File: config.mk
export PLATFORM = sky130hd
export DESIGN_NAME = tcc_channel
export DESIGN_NICKNAME = d
export VERILOG_FILES = /design/src/rtl/tcc_pkg.sv /design/src/rtl/tcc_free_counter.sv /design/src/rtl/tcc_pin_edge.sv /design/src/rtl/tcc_cc_reg.sv /design/src/rtl/tcc_channel.sv
export SDC_FILE = /design/constraint.sdc
export NUM_CORES = 1
export LEC_CHECK = 0
export BUFFER_PORTS_ARGS = -buffer_cell sky130_fd_sc_hd__buf_2
export CORE_UTILIZATION = 47
export DETAILED_ROUTE_END_ITERATION = 8
export GPL_TIMING_DRIVEN = 1
export PLACE_DENSITY = 0.74
export REMOVE_ABC_BUFFERS = 1
export SETUP_SLACK_MARGIN = 0.1
export SLEW_MARGIN = 25
export SYNTH_ARGS = -nofsm -noshare
export SYNTH_HDL_FRONTEND = slang
export SYNTH_HIERARCHICAL = 1
export SYNTH_SLANG_ARGS = --single-unit
File: constraint.sdc
create_clock -name clk -period 3.05 [get_ports clk]
set_clock_uncertainty 0.15 [all_clocks]
set_input_delay 0.61 -clock clk [delete_from_list [all_inputs] [get_ports clk]]
set_output_delay 0.61 -clock clk [all_outputs]
set_load 0.05 [all_outputs]
File: src/rtl/tcc_pkg.sv
// Shared encodings of the timer capture/compare channel.
// Assumes: the edge code is 2 bits wide and decoded only inside the edge detector.
package tcc_pkg;
    typedef enum logic [1:0] {
        EDGE_FALL = 2'b00,
        EDGE_RISE = 2'b01,
        EDGE_NONE = 2'b10,
        EDGE_BOTH = 2'b11
    } edge_code_e;
endpackage

File: src/rtl/tcc_free_counter.sv
// Free-running up-counter with a count enable and a stop input.
// Assumes: stop overrides the enable; the counter wraps to zero naturally.
// Also reports whether any count step has happened since reset.
module tcc_free_counter #(
    parameter int W = 16
) (
    input  logic         clk,
    input  logic         rst_n,
    input  logic         tick,
    input  logic         stop,
    output logic         advance,
    output logic         counted,
    output logic [W-1:0] count
);
    localparam logic [W-1:0] ONE = {{(W-1){1'b0}}, 1'b1};

    logic [W-1:0] count_q;
    logic         counted_q;

    // A step happens only when enabled and not stopped.
    assign advance = tick & ~stop;

    // Count register with natural wrap-around.
    always_ff @(posedge clk) begin
        if (!rst_n) begin
            count_q <= '0;
        end else if (advance) begin
            count_q <= count_q + ONE;
        end
    end

    // Remembers that the counter has stepped at least once since reset.
    always_ff @(posedge clk) begin
        if (!rst_n) begin
            counted_q <= 1'b0;
        end else if (advance) begin
            counted_q <= 1'b1;
        end
    end

    assign count   = count_q;
    assign counted = counted_q;
endmodule

File: src/rtl/tcc_pin_edge.sv
// Synchronises the external trigger pin and flags the selected edge.
// Assumes: STAGES >= 2; each flagged edge lasts exactly one clock.
// Code EDGE_NONE never flags anything.
module tcc_pin_edge
    import tcc_pkg::*;
#(
    parameter int STAGES = 2
) (
    input  logic       clk,
    input  logic       rst_n,
    input  logic       pin,
    input  logic [1:0] sel,
    output logic       hit
);
    localparam int CHAIN = STAGES + 1;

    logic [CHAIN-1:0] chain_q;
    logic             rise;
    logic             fall;

    // Synchroniser stages followed by one history flop.
    genvar g;
    generate
        for (g = 0; g < CHAIN; g++) begin : g_chain
            if (g == 0) begin : g_first
                // First stage samples the asynchronous pin.
                always_ff @(posedge clk) begin
                    if (!rst_n) chain_q[g] <= 1'b0;
                    else        chain_q[g] <= pin;
                end
            end else begin : g_next
                // Later stages shift the sampled level along.
                always_ff @(posedge clk) begin
                    if (!rst_n) chain_q[g] <= 1'b0;
                    else        chain_q[g] <= chain_q[g-1];
                end
            end
        end
    endgenerate

    assign rise = chain_q[STAGES-1] & ~chain_q[STAGES];
    assign fall = ~chain_q[STAGES-1] & chain_q[STAGES];

    // Decode the edge code into a single trigger.
    always_comb begin
        unique case (edge_code_e'(sel))
            EDGE_FALL: hit = fall;
            EDGE_RISE: hit = rise;
            EDGE_BOTH: hit = rise | fall;
            default:   hit = 1'b0;
        endcase
    end
endmodule

File: src/rtl/tcc_cc_reg.sv
// Shared capture/compare register with interrupt generation.
// Assumes: in capture mode a capture wins over a write on the same clock.
// A compare match fires when the counter steps away from the register value,
// and only once the counter has already stepped since reset.
module tcc_cc_reg #(
    parameter int W = 16
) (
    input  logic         clk,
    input  logic         rst_n,
    input  logic         mode_capture,
    input  logic         advance,
    input  logic         counted,
    input  logic [W-1:0] count,
    input  logic         hit,
    input  logic         wr_en,
    input  logic [W-1:0] wr_data,
    output logic [W-1:0] value,
    output logic         irq
);
    logic [W-1:0] value_q;
    logic         irq_q;
    logic         do_capture;
    logic         do_match;

    assign do_capture = mode_capture & hit;
    assign do_match   = ~mode_capture & advance & counted & (count == value_q);

    // Register update: capture first, then software write.
    always_ff @(posedge clk) begin
        if (!rst_n) begin
            value_q <= '0;
        end else if (do_capture) begin
            value_q <= count;
        end else if (wr_en) begin
            value_q <= wr_data;
        end
    end

    // One-cycle interrupt pulse on a capture or a compare match.
    always_ff @(posedge clk) begin
        if (!rst_n) irq_q <= 1'b0;
        else        irq_q <= do_capture | do_match;
    end

    assign value = value_q;
    assign irq   = irq_q;
endmodule

File: src/rtl/tcc_channel.sv
// Top of the timer capture/compare channel: counter, pin edge detector and register.
// Assumes: a synchronous active-low reset and an asynchronous cap_pin.
module tcc_channel #(
    parameter int CNT_W       = 16,
    parameter int SYNC_STAGES = 2
) (
    input  logic             clk,
    input  logic             rst_n,
    input  logic             cnt_tick,
    input  logic             cnt_stop,
    input  logic             mode_capture,
    input  logic [1:0]       edge_sel,
    input  logic             cap_pin,
    input  logic             wr_en,
    input  logic [CNT_W-1:0] wr_data,
    output logic [CNT_W-1:0] rd_data,
    output logic [CNT_W-1:0] cnt_value,
    output logic             irq
);
    logic             advance;
    logic             counted;
    logic             edge_hit;
    logic [CNT_W-1:0] count;

    tcc_free_counter #(.W(CNT_W)) u_counter (
        .clk     (clk),
        .rst_n   (rst_n),
        .tick    (cnt_tick),
        .stop    (cnt_stop),
        .advance (advance),
        .counted (counted),
        .count   (count)
    );

    tcc_pin_edge #(.STAGES(SYNC_STAGES)) u_edge (
        .clk   (clk),
        .rst_n (rst_n),
        .pin   (cap_pin),
        .sel   (edge_sel),
        .hit   (edge_hit)
    );

    tcc_cc_reg #(.W(CNT_W)) u_reg (
        .clk          (clk),
        .rst_n        (rst_n),
        .mode_capture (mode_capture),
        .advance      (advance),
        .counted      (counted),
        .count        (count),
        .hit          (edge_hit),
        .wr_en        (wr_en),
        .wr_data      (wr_data),
        .value        (rd_data),
        .irq          (irq)
    );

    assign cnt_value = count;
endmodule

==> results of run 1 <==
==> layout make-up <==
type,instances,share of cell area (%)
repair buffers,58,12.7
multi-input cells,145,46.8
well taps,48,2.60
clock inverters,1,1.30
inverters,5,0.813
flip-flops and latches,37,32.1
clock buffers,7,3.74
==> metal layers <==
metal / wire length (um) / vias to the layer above / global-route usage (%)
li1: - / 793 / -
met1: 1940 / 684 / 26.1
met2: 1700 / 50 / 31.2
met3: 210 / 2 / 6.25
met4: 19 / 0 / 6.52
met5: 0 / - / 0
==> state kept, by name, summed over array words and instances, names as in the netlist <==
name               flops
u_edge/chain_q         3
u_counter/count       16
u_reg/irq              1
u_counter/counted      1
u_reg/value           16
==> power groups by stage <==
stage | sequential, uW | combinational (uW) | clock, uW
final | 522 | 183 | 437
after floorplan | 593 | 65.5 | 0
after global placement | 533 | 181 | 0
after global routing | 524 | 197 | 471
after CTS | 522 | 184 | 441
after detailed placement | 533 | 183 | 0
==> worst min-delay path by stage <==
stage | cells after the start | slack [ps] | start | endpoint
after floorplan | 1 | 260 | u_edge/chain_q[0] | u_edge/chain_q[1]
after global placement | 1 | 260 | u_edge/chain_q[0] | u_edge/chain_q[1]
after detailed placement | 1 | 260 | u_edge/chain_q[0] | u_edge/chain_q[1]
after CTS | 1 | 280 | u_edge/chain_q[0] | u_edge/chain_q[1]
after global routing | 1 | 300 | u_edge/chain_q[0] | u_edge/chain_q[1]
final | 1 | 280 | u_edge/chain_q[0] | u_edge/chain_q[1]
==> metrics by stage <==
stage	std cells	utilization [%]	setup WS, ps
after floorplan	187	-	1120
after global placement	293	58.1	1210
after detailed placement	293	58.1	1190
after CTS	301	61.2	1100
after global routing	301	61.2	1040
final	301	61.2	1100
==> placed cells by master (no fill, tap or decap), drive strengths merged, types with 2 or more instances in the layout <==
master,Yosys,final
buf,7,58
dfxtp,37,37
nand2,24,24
xor2,19,19
mux2i,19,19
nor2,18,18
o211a,16,16
xnor2,10,10
clkbuf,2,7
nor4,7,7
nand4,6,6
inv,5,5
nand3,5,5
and2,4,4
nor3,3,3
ha,3,3
nand4b,2,2
==> cell families (layout without fill, tap and decap cells) <==
group           after synthesis  after routing
simple gates                 74             74
flops                        37             37
compound gates               20             20
fa+ha+maj                     3              3
mux                          19             19
xor+xnor                     29             29
buf+inv                      14             71
==> flow_metrics.env, run 1 <==
export IMPL_status="complete, no violations"
export IMPL_grt_max_degree=33
export IMPL_synth_mux_area_share_pct=10.1
export IMPL_clock_fmax_mhz=513
export IMPL_drt_wl_total_mm=3.87
export IMPL_r2r_end="u_counter/count[14]"
export IMPL_wire_per_inst_um=12.8
export IMPL_grt_util_all_layers_pct=20.0
export IMPL_crit_path_end="cnt_value[6]"
export IMPL_intPower_uw=835
export IMPL_synthTopCellsByArea="dfxtp_1 (39%), mux2i_1 (10%), xor2_1 (8.8%), o211a_1 (8.5%), nand2_1 (4.8%)"
export IMPL_period_needed_ps=1950
export IMPL_grt_pass1_vias=1376
export IMPL_timing_hold_ws_ps=282
export IMPL_final_cell_area_sq_um=2310
export IMPL_power_uw=1140
export IMPL_seqCellArea_sq_um=741
export IMPL_yosysMostFrequentCell="dfxtp_1"
export IMPL_synth_top_area_cell="dfxtp_1"
export IMPL_area_delta_synth_final_pct=22.2
export IMPL_critical_path_max_stage_delay_ps=560
export IMPL_avgSynthCellArea_sq_um=9.64
export IMPL_drc=0
export IMPL_multi_input_area_sq_um=1080
export IMPL_crit_path_start_kind="flop"
export IMPL_drt_first_pass_iters=4
export IMPL_switching_share_pct=26.8
export IMPL_nNetsFinal=280
export IMPL_crit_fanout=8
export IMPL_cts_sinks=37
export IMPL_core_sq_um=3770
export IMPL_ys_top_cells_by_count="dfxtp_1 (37), nand2_1 (24), mux2i_1 (19), xor2_1 (19), nor2_1 (18)"
export IMPL_max_slew_margin_pct=66.3
export IMPL_h_tree_depth=2
export IMPL_fin_crit_sh_pct=63.9
export IMPL_rsz0062_at_grt="false"
export IMPL_min_path_type="reg -> reg"
export IMPL_synth_seq_cells=37
export IMPL_synth_seq_area_share_pct=39.2
export IMPL_power_frac_seq_pct=45.7
export IMPL_async_flop_share_pct=0
export IMPL_vias=1529
export IMPL_cap_violations=0
export IMPL_start_util_pct=50.1
export IMPL_ir_worst_vdd_v=0.000327
export IMPL_cts_root_buffer="clkbuf_8"
export IMPL_final_layout_size_suffix_gt1_share_pct=28.5
export IMPL_clkLatencyLatePin_ps=290
export IMPL_yosys_area_share_simple_pct=21.9
export IMPL_synth_xor_area_share_pct=13.4
export IMPL_crit_required_ps=2290
export IMPL_setup_viol=0
export IMPL_hpwl_mm=2.71
export IMPL_place_area_sq_um=2190
export IMPL_synth_top_family_by_area="simple AND/OR/NAND/NOR gates"
export IMPL_crit_arrival_ps=1190
export IMPL_synth_compound_area_share_pct=9.80
export IMPL_nFillCells=331
export IMPL_numCtsBuffers=5
export IMPL_cts_setup_buffers=0
export IMPL_io_buffers=57
export IMPL_power_density_nw_per_um2=494
export IMPL_cp_startpoint="u_counter/count[6]"
export IMPL_rrSetupSlack_ps=1330
export IMPL_gp_congestion=0.786
export IMPL_hold_viol=0
export IMPL_grt_pass1_wl_mm=6.38
export IMPL_ff2ff_path_depth=5
export IMPL_clk_path_buf_depth=2
export IMPL_ant_nets=0
export IMPL_drt_iter0_drc=46
export IMPL_yosysTopAreaCellShare_pct=39.2
export IMPL_die_y_um=65.4
export IMPL_dieArea_sq_um=4280
export IMPL_synth_cell_area_sq_um=1890
export IMPL_power_switching_uw=306
export IMPL_cts_tree="yes"
export IMPL_synth_cell_types=31
export IMPL_path_cells="buf_2"
export IMPL_combPwrFrac_pct=16.0
export IMPL_tns_ps=0
export IMPL_synthAdderAreaFrac_pct=1.99
export IMPL_ios=58
export IMPL_pwr_share_clk_pct=38.3
export IMPL_vias_per_cell=5.08
export IMPL_ys_warn_count=6
export IMPL_synth_cells=196
export IMPL_r2r_start="u_counter/count[0]"
export IMPL_crit_family="flip-flops"
export IMPL_cp_slowest_cell="dfxtp_1"
export IMPL_cts_clk_slew_worst_paths_ps=80
export IMPL_antenna_found_initial=0
export IMPL_grt_overflow=0
export IMPL_die_x_um=65.4
export IMPL_synth_edf_count=0
export IMPL_cts_resized=0
export IMPL_drv_slew=0
export IMPL_endpoint_kind="output pin"
export IMPL_row_count=22
export IMPL_crit_cells=1
export IMPL_diodes=0
export IMPL_hold_buffers=0
export IMPL_p_leak_uw=0.00127
export IMPL_path_class="reg -> out"
export IMPL_worst_pin_slew_ps=501
export IMPL_yosys_most_used_dff="dfxtp_1"
export IMPL_worst_path_buf_inv=1
Power figures use the tool's default switching activity.
==> run 2, diff against run 1 <==
--- a/config.mk
+++ b/config.mk
@@ -5,11 +5,12 @@
 export SDC_FILE = /design/constraint.sdc
 export NUM_CORES = 1
 export LEC_CHECK = 0
+export ABC_AREA = 1
 export BUFFER_PORTS_ARGS = -buffer_cell sky130_fd_sc_hd__buf_2
 export CORE_UTILIZATION = 47
 export DETAILED_ROUTE_END_ITERATION = 8
 export GPL_TIMING_DRIVEN = 1
-export PLACE_DENSITY = 0.74
+export PLACE_DENSITY = 0.73
 export REMOVE_ABC_BUFFERS = 1
 export SETUP_SLACK_MARGIN = 0.1
 export SLEW_MARGIN = 25
==> constraint.sdc (replaced) <==
create_clock -name clk -period 1.85 [get_ports clk]
set_clock_uncertainty 0.15 [all_clocks]
set_input_delay 0.37 -clock clk [delete_from_list [all_inputs] [get_ports clk]]
set_output_delay 0.37 -clock clk [all_outputs]
set_load 0.05 [all_outputs]
==> run 2 against run 1 <==
Against the previous run:
- non-clock buffer count grew 4
- wire length increased by 28%
- register-to-register slack got worse by 1100 ps
- utilization up 0.12 points
- first-iteration DRC count rose to 3.1 times the previous value
- largest cell class unchanged
==> flow_metrics.env, run 2 <==
export IMPL_status="complete, no violations"
export IMPL_place_area_sq_um=2330
export IMPL_final_cell_area_sq_um=2470
export IMPL_numCtsBuffers=5
export IMPL_row_count=23
export IMPL_diodes=0
export IMPL_power_frac_seq_pct=46.6
export IMPL_gp_congestion=0.839
export IMPL_crit_required_ps=1330
export IMPL_ys_warn_count=6
export IMPL_synth_seq_area_share_pct=37.1
export IMPL_clock_fmax_mhz=607
export IMPL_grt_pass1_vias=1844
export IMPL_die_y_um=67.2
export IMPL_synth_cell_area_sq_um=2000
export IMPL_clkLatencyLatePin_ps=290
export IMPL_path_cells="buf_2"
export IMPL_start_util_pct=49.5
export IMPL_crit_path_start_kind="flop"
export IMPL_min_path_type="in -> reg"
export IMPL_grt_max_degree=35
export IMPL_async_flop_share_pct=0
export IMPL_layout_commonest_cell="nand2_1"
export IMPL_p_leak_uw=0.00120
export IMPL_r2r_start="u_edge/chain_q[1]"
export IMPL_drt_iter0_drc=141
export IMPL_ios=58
export IMPL_yosys_most_used_dff="dfxtp_1"
export IMPL_ir_worst_vdd_v=0.000342
export IMPL_drc=0
export IMPL_grtUsageMet1_pct=29.6
export IMPL_synth_cells=302
export IMPL_wire_per_inst_um=12.1
export IMPL_grt_pass1_wl_mm=8.07
export IMPL_tns_ps=0
export IMPL_drv_slew=0
export IMPL_path_class="reg -> out"
export IMPL_pwr_share_clk_pct=36.9
export IMPL_setup_viol=0
export IMPL_ant_nets=0
export IMPL_final_cells=412
export IMPL_area_delta_synth_final_pct=23.8
export IMPL_die_x_um=67.2
export IMPL_avgSynthCellArea_sq_um=6.61
export IMPL_most_common_layout_cells="nand2_1 (89), buf_2 (57), inv_1 (42), nor2_1 (36), dfxtp_1 (35)"
export IMPL_timing_hold_ws_ps=119
export IMPL_period_needed_ps=1650
export IMPL_met2_usage_pct=39.0
export IMPL_dieArea_sq_um=4510
export IMPL_fin_crit_sh_pct=89.1
export IMPL_grt_overflow=0
export IMPL_crit_fanout=9
export IMPL_intPower_uw=1320
export IMPL_rsz0062_at_grt="false"
export IMPL_grt_util_all_layers_pct=23.7
export IMPL_combPwrFrac_pct=16.5
export IMPL_cts_root_buffer="clkbuf_8"
export IMPL_max_slew_margin_pct=62.1
export IMPL_io_buffers=57
export IMPL_cp_slowest_cell="dfxtp_1"
export IMPL_clk_path_buf_depth=2
export IMPL_switching_share_pct=28.5
export IMPL_hpwl_mm=3.45
export IMPL_nFillCells=380
export IMPL_power_uw=1840
export IMPL_nNetsFinal=390
export IMPL_vias_per_cell=5.05
export IMPL_synth_edf_count=0
export IMPL_cts_sinks=37
export IMPL_power_switching_uw=526
export IMPL_hold_buffers=0
export IMPL_synth_seq_cells=37
export IMPL_worst_pin_slew_ps=568
export IMPL_cts_setup_buffers=0
export IMPL_min_from="cap_pin"
export IMPL_yosysTopAreaCellShare_pct=37.1
export IMPL_cts_clk_slew_worst_paths_ps=70
export IMPL_synthTopCellsByArea="dfxtp_1 (37%), nand2_1 (17%), inv_1 (7.9%), nor2_1 (6.8%), a31oi_1 (5.0%)"
export IMPL_ys_top_cells_by_count="nand2_1 (90), inv_1 (42), dfxtp_1 (37)"
export IMPL_synth_top_area_cell="dfxtp_1"
export IMPL_critical_path_max_stage_delay_ps=510
export IMPL_drt_first_pass_iters=4
export IMPL_final_layout_size_suffix_gt1_share_pct=22.9
export IMPL_busiest_layer="met2"
export IMPL_crit_family="flip-flops"
export IMPL_h_tree_depth=2
export IMPL_worst_path_buf_inv=1
export IMPL_cts_tree="yes"
export IMPL_yosysMostFrequentCell="nand2_1"
export IMPL_cap_violations=0
export IMPL_antenna_found_initial=0
export IMPL_gr_usage_met3_pct=5.91
export IMPL_synth_cell_types=24
export IMPL_hold_viol=0
export IMPL_drt_wl_total_mm=4.97
export IMPL_cts_resized=0
export IMPL_cp_startpoint="u_counter/count[2]"
export IMPL_place_inst=404
export IMPL_vias=2082
export IMPL_core_sq_um=4030
export IMPL_crit_arrival_ps=1130
export IMPL_endpoint_kind="output pin"
export IMPL_power_density_nw_per_um2=747
## run 2: changes by cell type after synthesis, sizes merged, moves of 19 or more
cell	before	now
nand2	24	92
mux2i	19	0
nor2	18	42
o21ai	1	23
inv	5	42
## run 2: final timing paths
path | to | slack, ps | cells after the start
max | cnt_value[2] | 200 | 1
max reg2reg | u_reg/value[10] | 250 | 9
min | u_edge/chain_q[0] | 120 | 3
min reg2reg | u_edge/chain_q[1] | 270 | 2
## run 2: metal layers
| metal | wire length [um] | part of all wire (%) |
|---|---|---|
| met1 | 2300 | 46 |
| met2 | 2390 | 48 |
| met3 | 184 | 3.7 |
| met4 | 94 | 1.9 |
| met5 | 0 | 0 |
## run 2: cell type report
cell class                 count  area, sq um  area share [%]
inverter                      43          163            6.58
timing repair buffer          62          353            14.3
clock buffer                   5         68.8            2.78
tap                           50         62.6            2.53
clock inverter                 2         35.0            1.42
multi-input combinational    213         1050            42.3
sequential                    37          743            30.1
## run 2: kinds of logic (layout without fill, tap and decap cells)
family / Yosys count / after routing / synth area share (%)
and+or+nand+nor: 152 / 152 / 32.4
buffers and inverters: 52 / 112 / 10.8
AOI/OAI and AO/OA: 47 / 47 / 13.0
DFF: 37 / 37 / 37.1
xor gates and xnor gates: 11 / 11 / 4.83
adders and majority gates: 3 / 3 / 1.88
## run 2: metrics by stage
stage,utilization (%),setup WS (ps)
2_1_floorplan,-,-18.6
3_3_place_gp,57.9,278
3_5_place_dp,57.9,239
4_1_cts,60.5,191
5_1_grt,61.3,123
6_report,61.3,201
## run 2: power by group through the flow
stage / logic [uW] / clock network, uW / registers [uW]
after detailed placement: 299 / 0 / 877
after global routing: 336 / 734 / 865
after global placement: 296 / 0 / 877
after CTS: 300 / 694 / 859
after floorplan: 106 / 0 / 969
final: 305 / 680 / 860
